File: src/rtl/spin_annealer.sv
module spin_annealer #(
  parameter int N      = 12,
  parameter int STEPW  = 3,
  parameter int TRIALW = 10,
  localparam int IW    = $clog2(N),
  localparam int HW    = $clog2(N) + 2,
  localparam int KW    = HW - 1,
  localparam int DW    = HW + 1,
  localparam int EW    = $clog2(N * N) + 3
) (
  input  logic                 clk,
  input  logic                 rst_n,
  input  logic                 cpl_we,
  input  logic [IW-1:0]        cpl_row,
  input  logic [IW-1:0]        cpl_col,
  input  logic                 cpl_val,
  input  logic                 spin_we,
  input  logic [IW-1:0]        spin_idx,
  input  logic                 spin_val,
  input  logic [15:0]          seed,
  input  logic [STEPW-1:0]     steps_m1,
  input  logic [TRIALW-1:0]    trials_m1,
  input  logic                 start,
  output logic                 busy,
  output logic                 done,
  output logic [N-1:0]         spins,
  output logic signed [EW-1:0] energy,
  output logic [STEPW-1:0]     temp_step
);

  typedef enum logic [2:0] {S_IDLE, S_INIT, S_DRAW, S_SUM, S_EVAL, S_DONE} state_t;

  state_t             st;
  logic [N-1:0]       cpl [N];
  logic [N-1:0]       spin;
  logic [15:0]        gen;
  logic [IW-1:0]      ci, cj;
  logic signed [EW-1:0] acc, energy_q;
  logic signed [HW-1:0] h;
  logic [TRIALW-1:0]  trial;
  logic [STEPW-1:0]   stp;

  function automatic logic [15:0] accept_thr(input logic [STEPW-1:0] s, input logic [KW-1:0] k);
    int unsigned e, sh, m;
    logic [15:0] p;
    e  = int'(k) * (int'(s) + 1);
    sh = e / 2;
    if (sh >= 16) begin
      p = 16'd0;
    end else begin
      p = 16'hFFFF >> sh;
      if (e % 2 == 1) begin
        m = int'(p) * 46341;
        p = m[31:16];
      end
    end
    return p;
  endfunction

  wire [15:0] gen_nx  = {gen[14:0], gen[15] ^ gen[13] ^ gen[12] ^ gen[10]};
  wire [IW-1:0] pick  = gen_nx[IW-1:0];
  wire pick_ok        = int'({1'b0, pick}) < N;
  wire cj_last        = (cj == IW'(N - 1));
  wire ci_last        = (ci == IW'(N - 1));
  wire diag           = (ci == cj);
  wire cbit           = cpl[ci][cj];

  wire init_pos = cbit ^ spin[ci] ^ spin[cj];
  wire sum_pos  = (cbit == spin[cj]);

  logic signed [EW-1:0] acc_nx;
  logic signed [HW-1:0] h_nx;
  always_comb begin
    acc_nx = acc;
    if (!diag) acc_nx = acc + {{(EW-1){~init_pos}}, 1'b1};
    h_nx = h;
    if (!diag) h_nx = h + {{(HW-1){~sum_pos}}, 1'b1};
  end

  wire xi      = spin[ci];
  wire h_neg   = h[HW-1];
  wire h_pos   = !h_neg && (h != '0);
  wire uphill  = xi ? h_pos : h_neg;
  wire [KW-1:0] kmag = h_neg ? KW'(-h) : KW'(h);
  wire [DW-1:0] de_mag = {h, 1'b0};
  wire signed [DW-1:0] de = xi ? de_mag : -de_mag;
  wire accept  = !uphill || (gen_nx < accept_thr(stp, kmag));
  wire trial_end = (trial == trials_m1);
  wire step_end  = (stp == steps_m1);

  wire idle_like = (st == S_IDLE) || (st == S_DONE);

  always_ff @(posedge clk) begin
    if (!rst_n) begin
      st       <= S_IDLE;
      spin     <= '0;
      gen      <= 16'd1;
      ci       <= '0;
      cj       <= '0;
      acc      <= '0;
      h        <= '0;
      energy_q <= '0;
      trial    <= '0;
      stp      <= '0;
      for (int r = 0; r < N; r++) cpl[r] <= '0;
    end else begin
      if (idle_like && cpl_we && int'({1'b0, cpl_row}) < N && int'({1'b0, cpl_col}) < N)
        cpl[cpl_row][cpl_col] <= cpl_val;
      if (idle_like && spin_we && int'({1'b0, spin_idx}) < N)
        spin[spin_idx] <= spin_val;

      case (st)
        S_IDLE, S_DONE: begin
          if (start) begin
            gen   <= (seed == 16'd0) ? 16'd1 : seed;
            ci    <= '0;
            cj    <= '0;
            acc   <= '0;
            trial <= '0;
            stp   <= '0;
            st    <= S_INIT;
          end
        end
        S_INIT: begin
          acc <= acc_nx;
          if (cj_last) begin
            cj <= '0;
            if (ci_last) begin
              energy_q <= -(acc_nx >>> 1);
              st       <= S_DRAW;
            end else begin
              ci <= ci + 1'b1;
            end
          end else begin
            cj <= cj + 1'b1;
          end
        end
        S_DRAW: begin
          gen <= gen_nx;
          if (pick_ok) begin
            ci <= pick;
            cj <= '0;
            h  <= '0;
            st <= S_SUM;
          end
        end
        S_SUM: begin
          h <= h_nx;
          if (cj_last) st <= S_EVAL;
          else         cj <= cj + 1'b1;
        end
        S_EVAL: begin
          gen <= gen_nx;
          if (accept) begin
            spin[ci] <= ~spin[ci];
            energy_q <= energy_q + {{(EW-DW){de[DW-1]}}, de};
          end
          if (trial_end) begin
            trial <= '0;
            if (step_end) st <= S_DONE;
            else begin
              stp <= stp + 1'b1;
              st  <= S_DRAW;
            end
          end else begin
            trial <= trial + 1'b1;
            st    <= S_DRAW;
          end
        end
        default: st <= S_IDLE;
      endcase
    end
  end

  assign busy      = !idle_like;
  assign done      = (st == S_DONE);
  assign spins     = spin;
  assign energy    = energy_q;
  assign temp_step = stp;

endmodule

File: config.mk
export PLATFORM = sky130hd
export DESIGN_NAME = spin_annealer
export DESIGN_NICKNAME = d
export VERILOG_FILES = /design/src/rtl/spin_annealer.sv
export SDC_FILE = /design/constraint.sdc
export NUM_CORES = 1
export LEC_CHECK = 0
export ABC_CLOCK_PERIOD_IN_PS = 12250
export BUFFER_PORTS_ARGS = -buffer_cell sky130_fd_sc_hd__buf_2
export CAP_MARGIN = 20
export CELL_PAD_IN_SITES_DETAIL_PLACEMENT = 1
export CELL_PAD_IN_SITES_GLOBAL_PLACEMENT = 2
export CORE_UTILIZATION = 42
export CTS_CLUSTER_SIZE = 28
export DETAILED_ROUTE_END_ITERATION = 8
export PLACE_DENSITY = 0.88
export REMOVE_ABC_BUFFERS = 1
export SETUP_SLACK_MARGIN = 0.5
export SLEW_MARGIN = 20
export SYNTH_ARGS = -nofsm -noshare
export SYNTH_HDL_FRONTEND = slang
export SYNTH_SLANG_ARGS = --single-unit
File: constraint.sdc
create_clock -name clk -period 12.25 [get_ports clk]
set_clock_uncertainty 0.05 [all_clocks]
set_input_delay 2.45 -clock clk [delete_from_list [all_inputs] [get_ports clk]]
set_output_delay 2.45 -clock clk [all_outputs]
set_load 0.02 [all_outputs]
Word-level counts from Yosys, hierarchy flattened
Memories as Yosys holds them, arrays and structs flattened. A register that Yosys moved wholly into a read port is not among the register bits.
Index checks and enable logic that the tools add are counted.

operators by class
  add/subtract/negate cells = 11
  div/mod/pow operators = 0
  bitwise logic cells = 8
  reduce and logical (&&, ||, !) cells = 37
  mux-type cells = 69
  multiply operators = 2
  order comparisons = 13
  equal/unequal tests = 23
  shift operators = 1

operators by type and width
  kind                      count
  $mux W12                  7
  $mux W16                  4
  $mux W11                  5
  $pmux W11 S2              2
  $mux W4                   10
  $mul A16 B16 Y32 const B  1
  $pmux W16 S2              1
  $mux W3                   10
  $bwmux W12                2
  $ne A2 B2 Y1 const B      12
  $add A11 B11 Y11          2
  $lt A4 B5 Y1 const B      4
  $mux W10                  2
  $pmux W10 S2              1
  $logic_not A16 Y1         1
  $lt A16 B16 Y1            1
  $lt A4 B4 Y1 const B      4
  $pmux W4 S4               1
  $shr A16 B8 Y16 const A   1
  $pmux W3 S5               1
  $bmux W1 S4               3
  $demux W1 S4              3
  $ge A4 B1 Y1 const B      3
  $mux W6                   2
  other kinds (40)          81

word-level totals
  bits in read-only memories = 0
  bits in registers = 80
  bits of input ports = 48
  bits in latches = 0
  memories kept = 1
  bits in writable memories = 144
  logic and storage cells = 176

memories
  name  words  width  rd ports  clocked after memory_dff  wr ports  line  source
  cpl   12     12     1         1                         12        34    logic [N-1:0] cpl [N];

Longest topological paths before layout
  depth after elaboration = 11
  gate-level depth with buffers = 54
  gate-level depth less buffers = 52

Worst setup path before layout
OpenSTA, ideal clock, no wires.

  kind = reg2reg
  from = register h[0]
  to = register spin[0], in the netlist spins[0]
  setup time = 0.065 ns
  buffers on the path = 2
  arrival = 11.174 ns
  setup slack = 0.960 ns
  cell stages (with the launch flop) = 52
  cell sequence = dfxtp_1 > inv_1 > ha_1 > nand2b_1 > xnor2_1 > nand2_1 > fa_1 > inv_1 > fa_1 > ha_1 > a21o_1 > a21oi_1 > o21bai_1 > a21oi_1 > mux2_2 > nand3b_1 > clkbuf_1 > nor2_1 > (+16 left out) > xnor2_1 > nand2_1 > o21ai_0 > nand2_1 > ha_1 > a21o_1 > a21o_1 > a21o_1 > a21o_1 > a21o_1 > a21o_1 > a221oi_1 > a31oi_1 > nor2_1 > clkbuf_1 > nand3_1 > mux2_2 > nor2_1

on the way
  word-level cells in the longest chain between the ends = 11

RTL lines
  item                            line  source
  start: declaration              39    logic signed [HW-1:0] h;
  start signal: assignment        148   h <= h_nx;
  $neg A5 Y5                      84    wire [KW-1:0] kmag = h_neg ? KW'(-h) : KW'(h);
  $mux W5                         84
  $mul A5 B4 Y9                   46    e = int'(k) * (int'(s) + 1);
  $shr A16 B8 Y16                 51    p = 16'hFFFF >> sh;
  $mul A16 B16 Y32                53    m = int'(p) * 46341;
  $mux W16                        52    if (e % 2 == 1) begin
  $mux W16                        48    if (sh >= 16) begin
  $lt A16 B16 Y1                  87    wire accept = !uphill || (gen_nx < accept_thr(stp, kmag));
  $logic_or A1 B1 Y1 *            87
  $mux W12 *                      154   if (accept) begin
  $mux W12 *                      112   case (st)
  end signal: indexed assignment  110   spin[spin_idx] <= spin_val;
  end signal: indexed assignment  155   spin[ci] <= ~spin[ci];
  end: declaration                35    logic [N-1:0] spin;

Every way passes the cells marked *; elsewhere a longest branch is shown, timed or not.
A chain may end at the register's enable or synchronous reset.

Worst setup path in the final report
  from = register h[0]
  to = register spin[10], in the netlist spins[10]

The elaborated chain is that of the path after synthesis.

==> impl_metrics.ini <==
[pwr]
pwr-share-clk = 0.142
pwr-share-seq = 0.190
switching_share = 0.461
power_density_nw_per_um2 = 288
peakVddDrop_mv = 0.231
pwr-share-comb = 0.668
power.net_switching_uw = 2950
p_int_uw = 3450
power.leakage_uw = 0.00904

[grt]
grt_max_degree = 96
overflow = 0
grt_usage = 0.234
grt_pass1_wl_mm = 87.2
first_global_vias = 16038
antenna_found_initial = 0

[final_layout]
num-fill-cells = 5066
antenna_cells = 0
final_cell_count_no_fill = 2680
drive_above_1_share = 0.153
nets = 2334
area_delta_synth_final_pct = 13.6

[yosys]
synth_commonest_cells = nor2_1 (255), edfxtp_1 (192), o21ai_0 (191)
postSynthCellCount = 1973
syn_avg_cell_area_um2 = 9.92
yosysSeqAreaShare = 0.381
async_flop_share = 0
yosys-top-cells-area = edfxtp_1 (29%), ha_1 (11%), dfxtp_1 (8.6%)
syn_area_um2 = 19600
ys_seq_elements = 276
synth_largest_area_cell = edfxtp_1
synthFlopType = edfxtp_1
synth_cell_type_count = 70
synth_edf_count = 192
synth.most_common_cell = nor2_1
synth_top_area_frac = 0.295
synth_warnings = 0

[sta]
max_freq_mhz = 86.7
fin_setup_tns_ps = 0
setup_viol = 0
slew_headroom = 0.264
timing.final.crit_share = 0.941
min_period_ps = 11530
slew_violations = 0
grt_setup_unrepaired = no
tightestPinTransition_ps = 1100
hold_violations = 0

[drt]
drtPass1Iterations = 5
drcViolationCount = 0
drtIter0Drc = 1080
routedWlPerCell_um = 21.2
ant_nets = 0
routed_wl_mm = 56.8
num_vias = 15318
viasPerCell = 5.72

[placement]
numPortBuffers = 75
place_inst = 2585
gp_congestion = 0.912
hpwl_mm = 39.8

[worst_setup_path]
path_common_cell = fa_1
worstSetupPathType = reg2reg
critPathMaxStageDelay_ps = 550
arrival_ps = 11990
path_max_fanout = 8
end_kind = flip-flop
crit_slowest_cell = fa_1
start_kind = flip-flop
crit_required_ps = 12710

[floorplanning]
die_area_um2 = 47500
core_area_um2 = 45700
die_w_um = 218
pin_count = 76
start_util = 0.428
row_count = 78
die_height_um = 218

[status]
status = finished, final reports clean

[clocking]
insertion_delay_ps = 590
clk_path_buf_depth = 3
cts.clk_slew.worst_paths_ps = 60
numCtsBuffers = 31
ctsRootBufferMaster = clkbuf_16
htreeDepth = 1
tritoncts = built
cts-hold-fix-buffers = 0
clock_sinks = 276

[hold_path]
worstHoldPathType = reg2reg

[job]
max_cap_viol_count = 0
-- flip-flops by register name (all words and copies together) (netlist names), named ones only --
register / cells
acc: 11
cj: 4
spins: 12
ci: 4
temp_step: 3
st: 3
energy: 11
cpl: 192
gen: 16
trial: 10
h: 6
-- per-stage QoR --
stage	utilization	total power, µW	setup slack [ps]	cell area, µm²	hold slack, ps
2_1_floorplan	-	4050	766	19200	428
3_3_place_gp	0.449	4970	103	20500	427
3_5_place_dp	0.449	5110	-292	20500	447
4_1_cts	0.474	6160	463	21600	455
5_1_grt	0.487	6910	236	22200	497
6_report	0.487	6400	723	22200	461
-- power groups by stage --
stage	clock, µW	combinational, µW	sequential [µW]
2_1_floorplan	0	2810	1240
3_3_place_gp	0	3740	1230
3_5_place_dp	0	3880	1240
4_1_cts	920	4020	1220
5_1_grt	956	4730	1230
6_report	907	4280	1220
-- area by class of cell --
cell class	instances	area, µm²	area share
clock inverters	11	95.1	0.00428
repair buffers	134	848	0.0382
clock buffers	47	876	0.0394
inverters	141	538	0.0242
well taps	600	751	0.0338
multi-input cells	1471	11700	0.525
flip-flops and latches	276	7460	0.335
-- cells by family (layout without fill, tap and decap cells) --
logic type               Yosys count  count (layout)  share of synthesized area
other                              1              48                   0.000192
AND/OR/NAND/NOR                  588             588                      0.137
buffers and inverters            273             333                     0.0551
multiplexers                      95              95                     0.0863
AO/OA/AOI/OAI                    427             427                      0.133
adder cells (fa/ha/maj)          231             231                      0.170
XOR/XNOR                          82              82                     0.0375
flip-flops                       276             276                      0.381
-- cells in the final DEF, fill, tap and decap left out, types with 56 or more instances in the layout --
cell type  instances
fa_1              56
a21oi_1           63
nor2_1           248
o21ai_0          184
edfxtp_1         192
inv_1            134
dfxtp_1           78
nand2_1          124
buf_2             74
ha_1             157
-- what timing repair did --
action | 4_1_cts | 5_1_grt
pin swaps | 7 | 33
cloned | 1 | 0
endpoints found under the setup margin | 22 | 22
buffers inserted | 6 | 30
resized for setup | 34 | 70
-- critical path: cells and delay by family, from the launching register on --
| kind | cells | cell delay [ps] |
|---|---|---|
| adder cells (fa/ha/maj) | 12 | 5040 |
| AO/OA/AOI/OAI | 18 | 2760 |
| buffers and inverters | 12 | 1320 |
| AND/OR/NAND/NOR | 6 | 800 |
| multiplexers | 2 | 650 |
| XOR/XNOR | 2 | 430 |
| flip-flops | 1 | 400 |
-- path summary, 6_finish.rpt --
| kind | start | to | slack, ps | cells after the start |
|---|---|---|---|---|
| setup / recovery | h[0]$_SDFFE_PN0P_ | spins[10]$_SDFF_PN0_ | 720 | 52 |
| hold / removal | energy[7]$_SDFFE_PN0P_ | energy[7]$_SDFFE_PN0P_ | 460 | 2 |
| setup reg to reg | h[0]$_SDFFE_PN0P_ | spins[10]$_SDFF_PN0_ | 720 | 52 |
| hold reg to reg | energy[7]$_SDFFE_PN0P_ | energy[7]$_SDFFE_PN0P_ | 460 | 2 |
-- routing by layer --
layer  up-vias  global-route usage  wire [µm]
met5         -                   0          0
met4         0              0.0643       1690
met3        98              0.0268       2420
met2       357               0.420      28700
met1      7729               0.297      24000
li1       7134                   -          -
No activity file was read; power rests on OpenSTA's default activity.
